==> src/rtl/gather_pkg.sv <==
package gather_pkg;

    parameter int unsigned VEC_W      = 256;
    parameter int unsigned ADDR_W     = 64;
    parameter int unsigned LANE_IDX_W = 3;

    typedef struct packed {
        logic       idx64;
        logic       dat64;
        logic [1:0] scale;
        logic       wide;
    } gth_op_t;

    typedef enum logic [1:0] {
        ST_IDLE = 2'd0,
        ST_SCAN = 2'd1,
        ST_REQ  = 2'd2,
        ST_WAIT = 2'd3
    } gth_state_t;

    // number of elements handled for an operation code
    function automatic logic [LANE_IDX_W:0] elem_count(gth_op_t op);
        logic [LANE_IDX_W:0] n;
        n = (op.idx64 || op.dat64) ? (LANE_IDX_W+1)'(2) : (LANE_IDX_W+1)'(4);
        if (op.wide) n = n << 1;
        return n;
    endfunction

    // bits that survive completion; everything above the used lanes is zeroed
    function automatic logic [VEC_W-1:0] keep_bits(gth_op_t op);
        logic [VEC_W-1:0] k;
        k = '1;
        if (!op.wide) k[VEC_W-1:VEC_W/2] = '0;
        if (op.idx64 && !op.dat64) begin
            if (op.wide) k[VEC_W-1:VEC_W/2] = '0;
            else         k[VEC_W-1:VEC_W/4] = '0;
        end
        return k;
    endfunction

endpackage

==> src/rtl/gth_addr_gen.sv <==
module gth_addr_gen
    import gather_pkg::*;
#(
    parameter int unsigned VW = VEC_W,
    parameter int unsigned EW = LANE_IDX_W
)(
    input  gth_op_t           op,
    input  logic [VW-1:0]     idx_vec,
    input  logic [63:0]       base,
    input  logic [EW-1:0]     elem,
    output logic [63:0]       addr
);
    logic [31:0] idx_narrow;
    logic [63:0] idx_full;
    logic [63:0] idx_signed;

    always_comb begin
        idx_narrow = idx_vec[elem*32 +: 32];
        idx_full   = idx_vec[elem[EW-2:0]*64 +: 64];
        idx_signed = op.idx64 ? idx_full : {{32{idx_narrow[31]}}, idx_narrow};
        addr       = base + (idx_signed << op.scale);
    end
endmodule

==> src/rtl/gth_vec_state.sv <==
module gth_vec_state
    import gather_pkg::*;
#(
    parameter int unsigned VW = VEC_W,
    parameter int unsigned EW = LANE_IDX_W
)(
    input  logic          clk,
    input  logic          rst,
    input  logic          load,
    input  logic [VW-1:0] dst_in,
    input  logic [VW-1:0] msk_in,
    input  gth_op_t       op,
    input  logic [EW-1:0] elem,
    input  logic          wr_en,
    input  logic [63:0]   wr_data,
    input  logic          retire,
    input  logic          fin,
    output logic [VW-1:0] dst,
    output logic [VW-1:0] msk,
    output logic          active
);
    logic [VW-1:0] dst_q;
    logic [VW-1:0] msk_q;
    logic [VW-1:0] keep;

    assign keep = keep_bits(op);

    always_ff @(posedge clk) begin
        if (rst) begin
            dst_q <= '0;
            msk_q <= '0;
        end else if (load) begin
            dst_q <= dst_in;
            msk_q <= msk_in;
        end else begin
            if (wr_en) begin
                if (op.dat64) dst_q[elem[EW-2:0]*64 +: 64] <= wr_data;
                else          dst_q[elem*32 +: 32]         <= wr_data[31:0];
            end
            if (retire) begin
                if (op.dat64) msk_q[elem[EW-2:0]*64 +: 64] <= '0;
                else          msk_q[elem*32 +: 32]         <= '0;
            end
            if (fin) begin
                dst_q <= dst_q & keep;
                msk_q <= msk_q & keep;
            end
        end
    end

    assign active = op.dat64 ? msk_q[elem[EW-2:0]*64 + 63] : msk_q[elem*32 + 31];
    assign dst    = dst_q;
    assign msk    = msk_q;


    msk_fall_only_chk: assert property (@(posedge clk) disable iff (rst)
        !load |=> ((msk_q & ~$past(msk_q)) == '0));
endmodule

==> src/rtl/gth_ctrl.sv <==
module gth_ctrl
    import gather_pkg::*;
#(
    parameter int unsigned EW = LANE_IDX_W
)(
    input  logic          clk,
    input  logic          rst,
    input  logic          start,
    input  gth_op_t       op,
    input  logic          active,
    input  logic          req_ready,
    input  logic          rsp_valid,
    output logic          load,
    output logic          busy,
    output logic          done,
    output logic          req_valid,
    output logic          wr_en,
    output logic          retire,
    output logic          fin,
    output logic [EW-1:0] elem
);
    gth_state_t    state_q;
    logic [EW:0]   elem_q;
    logic [EW:0]   cnt;
    logic          done_q;
    logic          at_end;

    assign cnt    = elem_count(op);
    assign at_end = (elem_q == cnt);
    assign load   = start && (state_q == ST_IDLE);

    always_comb begin
        req_valid = (state_q == ST_REQ);
        wr_en     = (state_q == ST_WAIT) && rsp_valid;
        fin       = (state_q == ST_SCAN) && at_end;
        retire    = wr_en || ((state_q == ST_SCAN) && !at_end && !active);
    end

    always_ff @(posedge clk) begin
        if (rst) begin
            state_q <= ST_IDLE;
            elem_q  <= '0;
            done_q  <= 1'b0;
        end else begin
            done_q <= 1'b0;
            case (state_q)
                ST_IDLE: if (start) begin
                    state_q <= ST_SCAN;
                    elem_q  <= '0;
                end
                ST_SCAN: begin
                    if (at_end) begin
                        state_q <= ST_IDLE;
                        done_q  <= 1'b1;
                    end else if (active) begin
                        state_q <= ST_REQ;
                    end else begin
                        elem_q <= elem_q + 1'b1;
                    end
                end
                ST_REQ: if (req_ready) state_q <= ST_WAIT;
                ST_WAIT: if (rsp_valid) begin
                    state_q <= ST_SCAN;
                    elem_q  <= elem_q + 1'b1;
                end
                default: state_q <= ST_IDLE;
            endcase
        end
    end

    assign busy = (state_q != ST_IDLE);
    assign done = done_q;
    assign elem = elem_q[EW-1:0];


    elem_bound_chk: assert property (@(posedge clk) disable iff (rst)
        busy |-> (elem_q <= cnt));

    done_pulse_chk: assert property (@(posedge clk) disable iff (rst)
        done |=> !done);

    req_hold_chk: assert property (@(posedge clk) disable iff (rst)
        (req_valid && !req_ready) |=> req_valid);
endmodule

==> src/rtl/gather_seq.sv <==
module gather_seq
    import gather_pkg::*;
(
    input  logic             clk,
    input  logic             rst,
    input  logic             start,
    input  logic             op_idx64,
    input  logic             op_dat64,
    input  logic [1:0]       op_scale,
    input  logic             op_wide,
    input  logic [63:0]      base_addr,
    input  logic [VEC_W-1:0] index_vec,
    input  logic [VEC_W-1:0] mask_vec,
    input  logic [VEC_W-1:0] dest_vec,
    output logic             busy,
    output logic             done,
    output logic             rd_req_valid,
    input  logic             rd_req_ready,
    output logic [63:0]      rd_addr,
    output logic             rd_size8,
    input  logic             rd_rsp_valid,
    input  logic [63:0]      rd_rsp_data,
    output logic [VEC_W-1:0] dst_out,
    output logic [VEC_W-1:0] mask_out
);
    gth_op_t                 op_q;
    logic [63:0]             base_q;
    logic [VEC_W-1:0]        idx_q;
    logic                    load;
    logic                    active;
    logic                    wr_en;
    logic                    retire;
    logic                    fin;
    logic [LANE_IDX_W-1:0]   elem;

    always_ff @(posedge clk) begin
        if (rst) begin
            op_q   <= '0;
            base_q <= '0;
            idx_q  <= '0;
        end else if (load) begin
            op_q   <= '{idx64: op_idx64, dat64: op_dat64, scale: op_scale, wide: op_wide};
            base_q <= base_addr;
            idx_q  <= index_vec;
        end
    end

    gth_ctrl #(.EW(LANE_IDX_W)) u_ctrl (
        .clk       (clk),
        .rst       (rst),
        .start     (start),
        .op        (op_q),
        .active    (active),
        .req_ready (rd_req_ready),
        .rsp_valid (rd_rsp_valid),
        .load      (load),
        .busy      (busy),
        .done      (done),
        .req_valid (rd_req_valid),
        .wr_en     (wr_en),
        .retire    (retire),
        .fin       (fin),
        .elem      (elem)
    );

    gth_addr_gen #(.VW(VEC_W), .EW(LANE_IDX_W)) u_addr (
        .op      (op_q),
        .idx_vec (idx_q),
        .base    (base_q),
        .elem    (elem),
        .addr    (rd_addr)
    );

    gth_vec_state #(.VW(VEC_W), .EW(LANE_IDX_W)) u_state (
        .clk     (clk),
        .rst     (rst),
        .load    (load),
        .dst_in  (dest_vec),
        .msk_in  (mask_vec),
        .op      (op_q),
        .elem    (elem),
        .wr_en   (wr_en),
        .wr_data (rd_rsp_data),
        .retire  (retire),
        .fin     (fin),
        .dst     (dst_out),
        .msk     (mask_out),
        .active  (active)
    );

    assign rd_size8 = op_q.dat64;


    mask_clear_chk: assert property (@(posedge clk) disable iff (rst)
        done |-> (mask_out == '0));

    addr_hold_chk: assert property (@(posedge clk) disable iff (rst)
        (rd_req_valid && !rd_req_ready) |=> $stable(rd_addr));

    req_active_chk: assert property (@(posedge clk) disable iff (rst)
        rd_req_valid |-> active);

    start_ignore_chk: assert property (@(posedge clk) disable iff (rst)
        busy |=> ($stable(base_q) && $stable(idx_q)));
endmodule

==> config.mk <==
export PLATFORM = sky130hd
export DESIGN_NAME = gather_seq
export DESIGN_NICKNAME = d
export VERILOG_FILES = /design/src/rtl/gather_pkg.sv /design/src/rtl/gth_addr_gen.sv /design/src/rtl/gth_vec_state.sv /design/src/rtl/gth_ctrl.sv /design/src/rtl/gather_seq.sv
export SDC_FILE = /design/constraint.sdc
export NUM_CORES = 2
export LEC_CHECK = 0
export ABC_CLOCK_PERIOD_IN_PS = 7200
export BUFFER_PORTS_ARGS = -buffer_cell sky130_fd_sc_hd__clkbuf_2
export CORE_AREA = 2 2 583 585
export CTS_CLUSTER_SIZE = 14
export DETAILED_ROUTE_END_ITERATION = 6
export DIE_AREA = 0 0 585 587
export GPL_ROUTABILITY_DRIVEN = 0
export GPL_TIMING_DRIVEN = 0
export MAX_ROUTING_LAYER = met4
export PLACE_DENSITY = 0.3
export SETUP_SLACK_MARGIN = 0.3
export SYNTH_ARGS = -nofsm -noshare
export SYNTH_HDL_FRONTEND = slang
export SYNTH_SLANG_ARGS = --single-unit
export TNS_END_PERCENT = 50
==> constraint.sdc <==
create_clock -name clk -period 7.2 [get_ports clk]
set_input_delay 0.72 -clock clk [delete_from_list [all_inputs] [get_ports clk]]
set_output_delay 0.72 -clock clk [all_outputs]
set_load 0.005 [all_outputs]
==> results by stage <==
Run status:
- The run finished, with violations left.
- The final reports fail on DRC, capacitance limit, slew limit.

Power:
- For this design the total switching power over the nets is 0.00844 W.
- The switching portion of total power is 42.4%.
- The worst-case vdd ir drop is 0.000222 V.
- The power share of the combinational group is 39.0%.
- The proportion of power drawn by the clock network is 30.5%.
- The total internal power is 0.0115 W.
- The register share of total power is 30.5%.
- The leakage power summed over all cells is 24.3 nW.
- The power density relative to cell area is 327 nW/um^2.

STA:
- The final total negative setup slack is 0 ps.
- The number of max-slew violations in the final report is 35.
- Setup repair after global routing could not meet its margin everywhere.
- The final hold violation count came to 0.
- In this run the tightest slew margin relative to its limit is -9.82%.
- The clock arrives with 62.6 ps of skew.
- Dividing the final minimum period by the clock period gives 93.7%.
- After layout, the worst setup slack is 453 ps.
- Derived from the worst setup path, the maximum achievable clock frequency is 148 MHz.
- For the pin with the worst max-slew slack, the measured transition is 1650 ps.
- The shortest period the worst path allows is 6750 ps.
- Hold is met by 78.8 ps.
- The count of endpoints failing setup in the final report is 0.

Detailed routing:
- The number of iterations in the first detailed-routing pass is 7.
- The met2 wire length is 158000 um.
- The detailed router put a total of 159000 um of wire on met1.
- The final route contains 48533 vias.
- The detailed-routed wire length on met3 is 41500 um.
- Summed over all layers, the routed wires come to 374000 um.
- The DRC violation count after routing is 1.
- The topmost layer with routed signal wires is met4.
- The routed wirelength normalized by instance count is 33.4 um.
- In the routed layout, each cell is associated on average with a via count of 4.34.
- The count of nets left with antenna violations after detail routing is 0.
- In this run, the number of DRC markers left after iteration 0 of detailed routing was 5130.

Global routing:
- The via count of the first global-routing pass is 46333.
- The wire length of the first global-routing pass is 473000 um.
- Entering global routing, the biggest net connects 18 pins.
- Global routing finished with a remaining overflow of 0.
- The global router's overall resource usage is 21.3%.
- The initial antenna violation count was 179.

Hold path:
- The number of instances on the worst hold path is 3.
- The path with the worst hold slack has its endpoint at idx_q[241].
- In this run the most critical hold path is launched from index_vec[241].
- The min-delay analysis places its worst path in the category in2reg.

Clock network:
- The H-tree was split into 3 levels.
- Clock tree synthesis inserted a total of 116 buffers.
- The clock passes through at most 4 buffers.
- Counting every sink on the clock net gives 844.
- The master cell of the clock root buffer is sky130_fd_sc_hd__clkbuf_16.
- The worst-skew pair later-pin latency is 890 ps.
- After clock tree synthesis, the clock-pin slew on the worst setup and hold paths is 70 ps.
- The TritonCTS clock tree is built.

Floorplan:
- The top-level I/O count is 1486.
- In this run the horizontal extent of the chip is 585 um.
- The die is 587 um tall.
- The placement row count is 214.
- The effective utilization at floorplan is 12.0%.
- The core region area is 338000 sq um.
- The die covers 343000 sq um.

Final layout:
- The post-route netlist has 32.5% of its cells at a drive strength greater than 1.
- The final instance count without filler cells is 11188.
- The most common library cell in the layout ignoring fill and taps is sky130_fd_sc_hd__clkbuf_2.
- After the last flow step, the layout net total stands at 7433.
- Measured on the finished design, the core utilization comes to 18.0%.
- The area added between synthesis and finish is 49.5%.
- In the layout the commonest cells are sky130_fd_sc_hd__clkbuf_2 (1483), sky130_fd_sc_hd__dfxtp_1 (842), sky130_fd_sc_hd__nand2_1 (813).
- The layout has 38675 filler cells.

Yosys:
- Summing the sequential cell areas from Yosys gives 41.5% of the chip area.
- The synthesized design contains 844 register bits.
- In this run the cell area of the synthesized design comes to 40700 sq um.
- Averaged over all synthesized cells, the footprint is 8.60 sq um.
- Counting distinct cell types in the post-synthesis netlist gives 79.
- The share of synthesized area in the top cell type comes to 41.5%.
- The number of nets in the synthesized netlist is 5715.
- The most used flip-flop cell after synthesis is sky130_fd_sc_hd__dfxtp_1.
- The proportion of synthesized flip-flops having asynchronous set or reset is 0%.
- After technology mapping, the gate count stands at 4732.
- The number of enable flip-flop cells after synthesis is 0.
- The number of warnings issued by yosys is 0.
- Sorting the synthesized cells by area gives the leading types as sky130_fd_sc_hd__dfxtp_1 (42%), sky130_fd_sc_hd__nand2_1 (7.5%), sky130_fd_sc_hd__mux4_2 (7.2%).
- The largest total area in the synthesized netlist belongs to sky130_fd_sc_hd__dfxtp_1.

Setup path:
- The kind of start point of the critical path is a flop.
- The setup path with the least slack is of type reg2out.
- The data arrival time at the worst-slack endpoint is 6030 ps.
- In this run the worst path has a maximum fanout of 10.
- In this run the critical register-to-register path is captured at u_state.dst[113].
- STA puts the critical path data required time at 6480 ps.
- The path depth of the worst reg2reg path is 15.
- The slack of the worst reg-to-reg path is 1570 ps.
- The sort of element at the end of the critical path is an output pin.
- The start of the worst register-to-register path is u_ctrl.elem_q[1].
- The critical path starts at u_ctrl.elem_q[0].

Place:
- The cell count after placement is 10726.
- The worst setup slack after placement is -1740 ps.
- The HPWL after detailed placement is 319000 um.
- The number of port buffers is 1452.

Job:
- Max-cap violations in this run came to 4.
-- registers in the layout (all words and copies together), names as in the netlist --
signal          flops
rd_size8            1
idx_q             256
base_q             64
u_ctrl.state_q      2
op_q                4
u_ctrl.elem_q       4
u_state.msk       256
u_state.dst       256
u_ctrl.done         1
-- worst max path at each step --
stage             endpoint  slack, ps  depth (start not counted)
4_1_cts        rd_addr[49]        290                         25
3_3_place_gp   rd_addr[49]      -1780                         21
2_1_floorplan  rd_addr[61]       1740                         19
6_report       rd_addr[63]        450                         21
5_1_grt        rd_addr[34]        190                         24
3_5_place_dp   rd_addr[49]      -1740                         21
-- final cells by class --
cell class / instances / area [sq um] / area share (%)
Tap cell: 4536 / 5680 / 9.33
Antenna cell: 114 / 285 / 0.469
Clock buffer: 170 / 3390 / 5.57
Sequential cell: 844 / 16900 / 27.8
Clock inverter: 36 / 477 / 0.784
Multi-Input combinational cell: 3401 / 22800 / 37.5
Buffer: 450 / 2200 / 3.61
Inverter: 37 / 144 / 0.237
Timing Repair Buffer: 1600 / 8940 / 14.7
-- what timing repair did --
item,4_1_cts,5_1_grt
resized for setup,263,71
endpoints found under the setup margin,136,23
hold buffers,82,0
hold endpoints to repair,82,0
pin swaps,20,13
buffers inserted,40,15
gates cloned,0,4
-- kinds of logic after synthesis --
kind of cell	synth area share, %
AOI/OAI and AO/OA	25.2
muxes	10.4
and+or+nand+nor	14.4
buffers and inverters	4.66
adders and majority gates	2.39
xor gates and xnor gates	1.40
DFF	41.5
-- synthesized netlist by cell type (all sizes together), types with 7 or more instances --
| library cell | number |
|---|---|
| dfxtp | 844 |
| nand2 | 816 |
| a21oi | 568 |
| nor2 | 521 |
| clkbuf | 377 |
| a22oi | 319 |
| a22o | 225 |
| o21ai | 150 |
| mux4 | 131 |
| a32oi | 96 |
| ha | 76 |
| buf | 73 |
| mux2 | 62 |
| mux2i | 59 |
| a211oi | 53 |
| nor3 | 46 |
| xnor2 | 44 |
| inv | 36 |
| nand4 | 36 |
| a21o | 29 |
| a311oi | 21 |
| xor2 | 21 |
| nand3 | 18 |
| a31oi | 10 |
| o21bai | 10 |
| o21a | 9 |
| and2 | 8 |
| o31ai | 8 |
| o211ai | 7 |
-- stage by stage --
| stage | total power (W) | area, sq um |
|---|---|---|
| after floorplan | 0.00926 | 40700 |
| after global placement | 0.0133 | 53600 |
| after detailed placement | 0.0133 | 53800 |
| after CTS | 0.0199 | 60000 |
| after global routing | 0.0207 | 60800 |
| final | 0.0199 | 60800 |
-- per-layer routing --
metal / track usage (%) / up-vias
li1: - / 20770
met1: 26.8 / 24393
met2: 30.8 / 2838
met3: 8.05 / 532
met4: 7.77 / 0
met5: - / -
-- power groups by stage --
stage	Sequential, W	Clock (W)	Combinational [W]
2_1_floorplan	0.00586	0	0.00339
3_3_place_gp	0.00613	0	0.00716
3_5_place_dp	0.00615	0	0.00718
4_1_cts	0.00605	0.00621	0.00759
5_1_grt	0.00613	0.00636	0.00822
6_report	0.00607	0.00607	0.00776
-- worst max-delay path, stage by stage (launching register included) --
cell and delay, ps:
sky130_fd_sc_hd__dfxtp_4 360, sky130_fd_sc_hd__buf_12 130, sky130_fd_sc_hd__buf_16 160, sky130_fd_sc_hd__buf_12 190, sky130_fd_sc_hd__mux4_2 510, sky130_fd_sc_hd__nor2_1 110, sky130_fd_sc_hd__nor3_1 80, sky130_fd_sc_hd__a21oi_4 250
sky130_fd_sc_hd__mux2i_1 170, sky130_fd_sc_hd__mux2_2 340, sky130_fd_sc_hd__ha_2 420, sky130_fd_sc_hd__and3_1 220, sky130_fd_sc_hd__nor4b_4 300, sky130_fd_sc_hd__nand3_2 140, sky130_fd_sc_hd__o211ai_4 240, sky130_fd_sc_hd__buf_12 160
sky130_fd_sc_hd__a21oi_4 70, sky130_fd_sc_hd__a31o_4 270, sky130_fd_sc_hd__o21a_1 270, sky130_fd_sc_hd__o2111ai_1 250, sky130_fd_sc_hd__o311a_4 290, sky130_fd_sc_hd__clkbuf_2 140
Note: power is estimated with default switching activity, not from simulation.
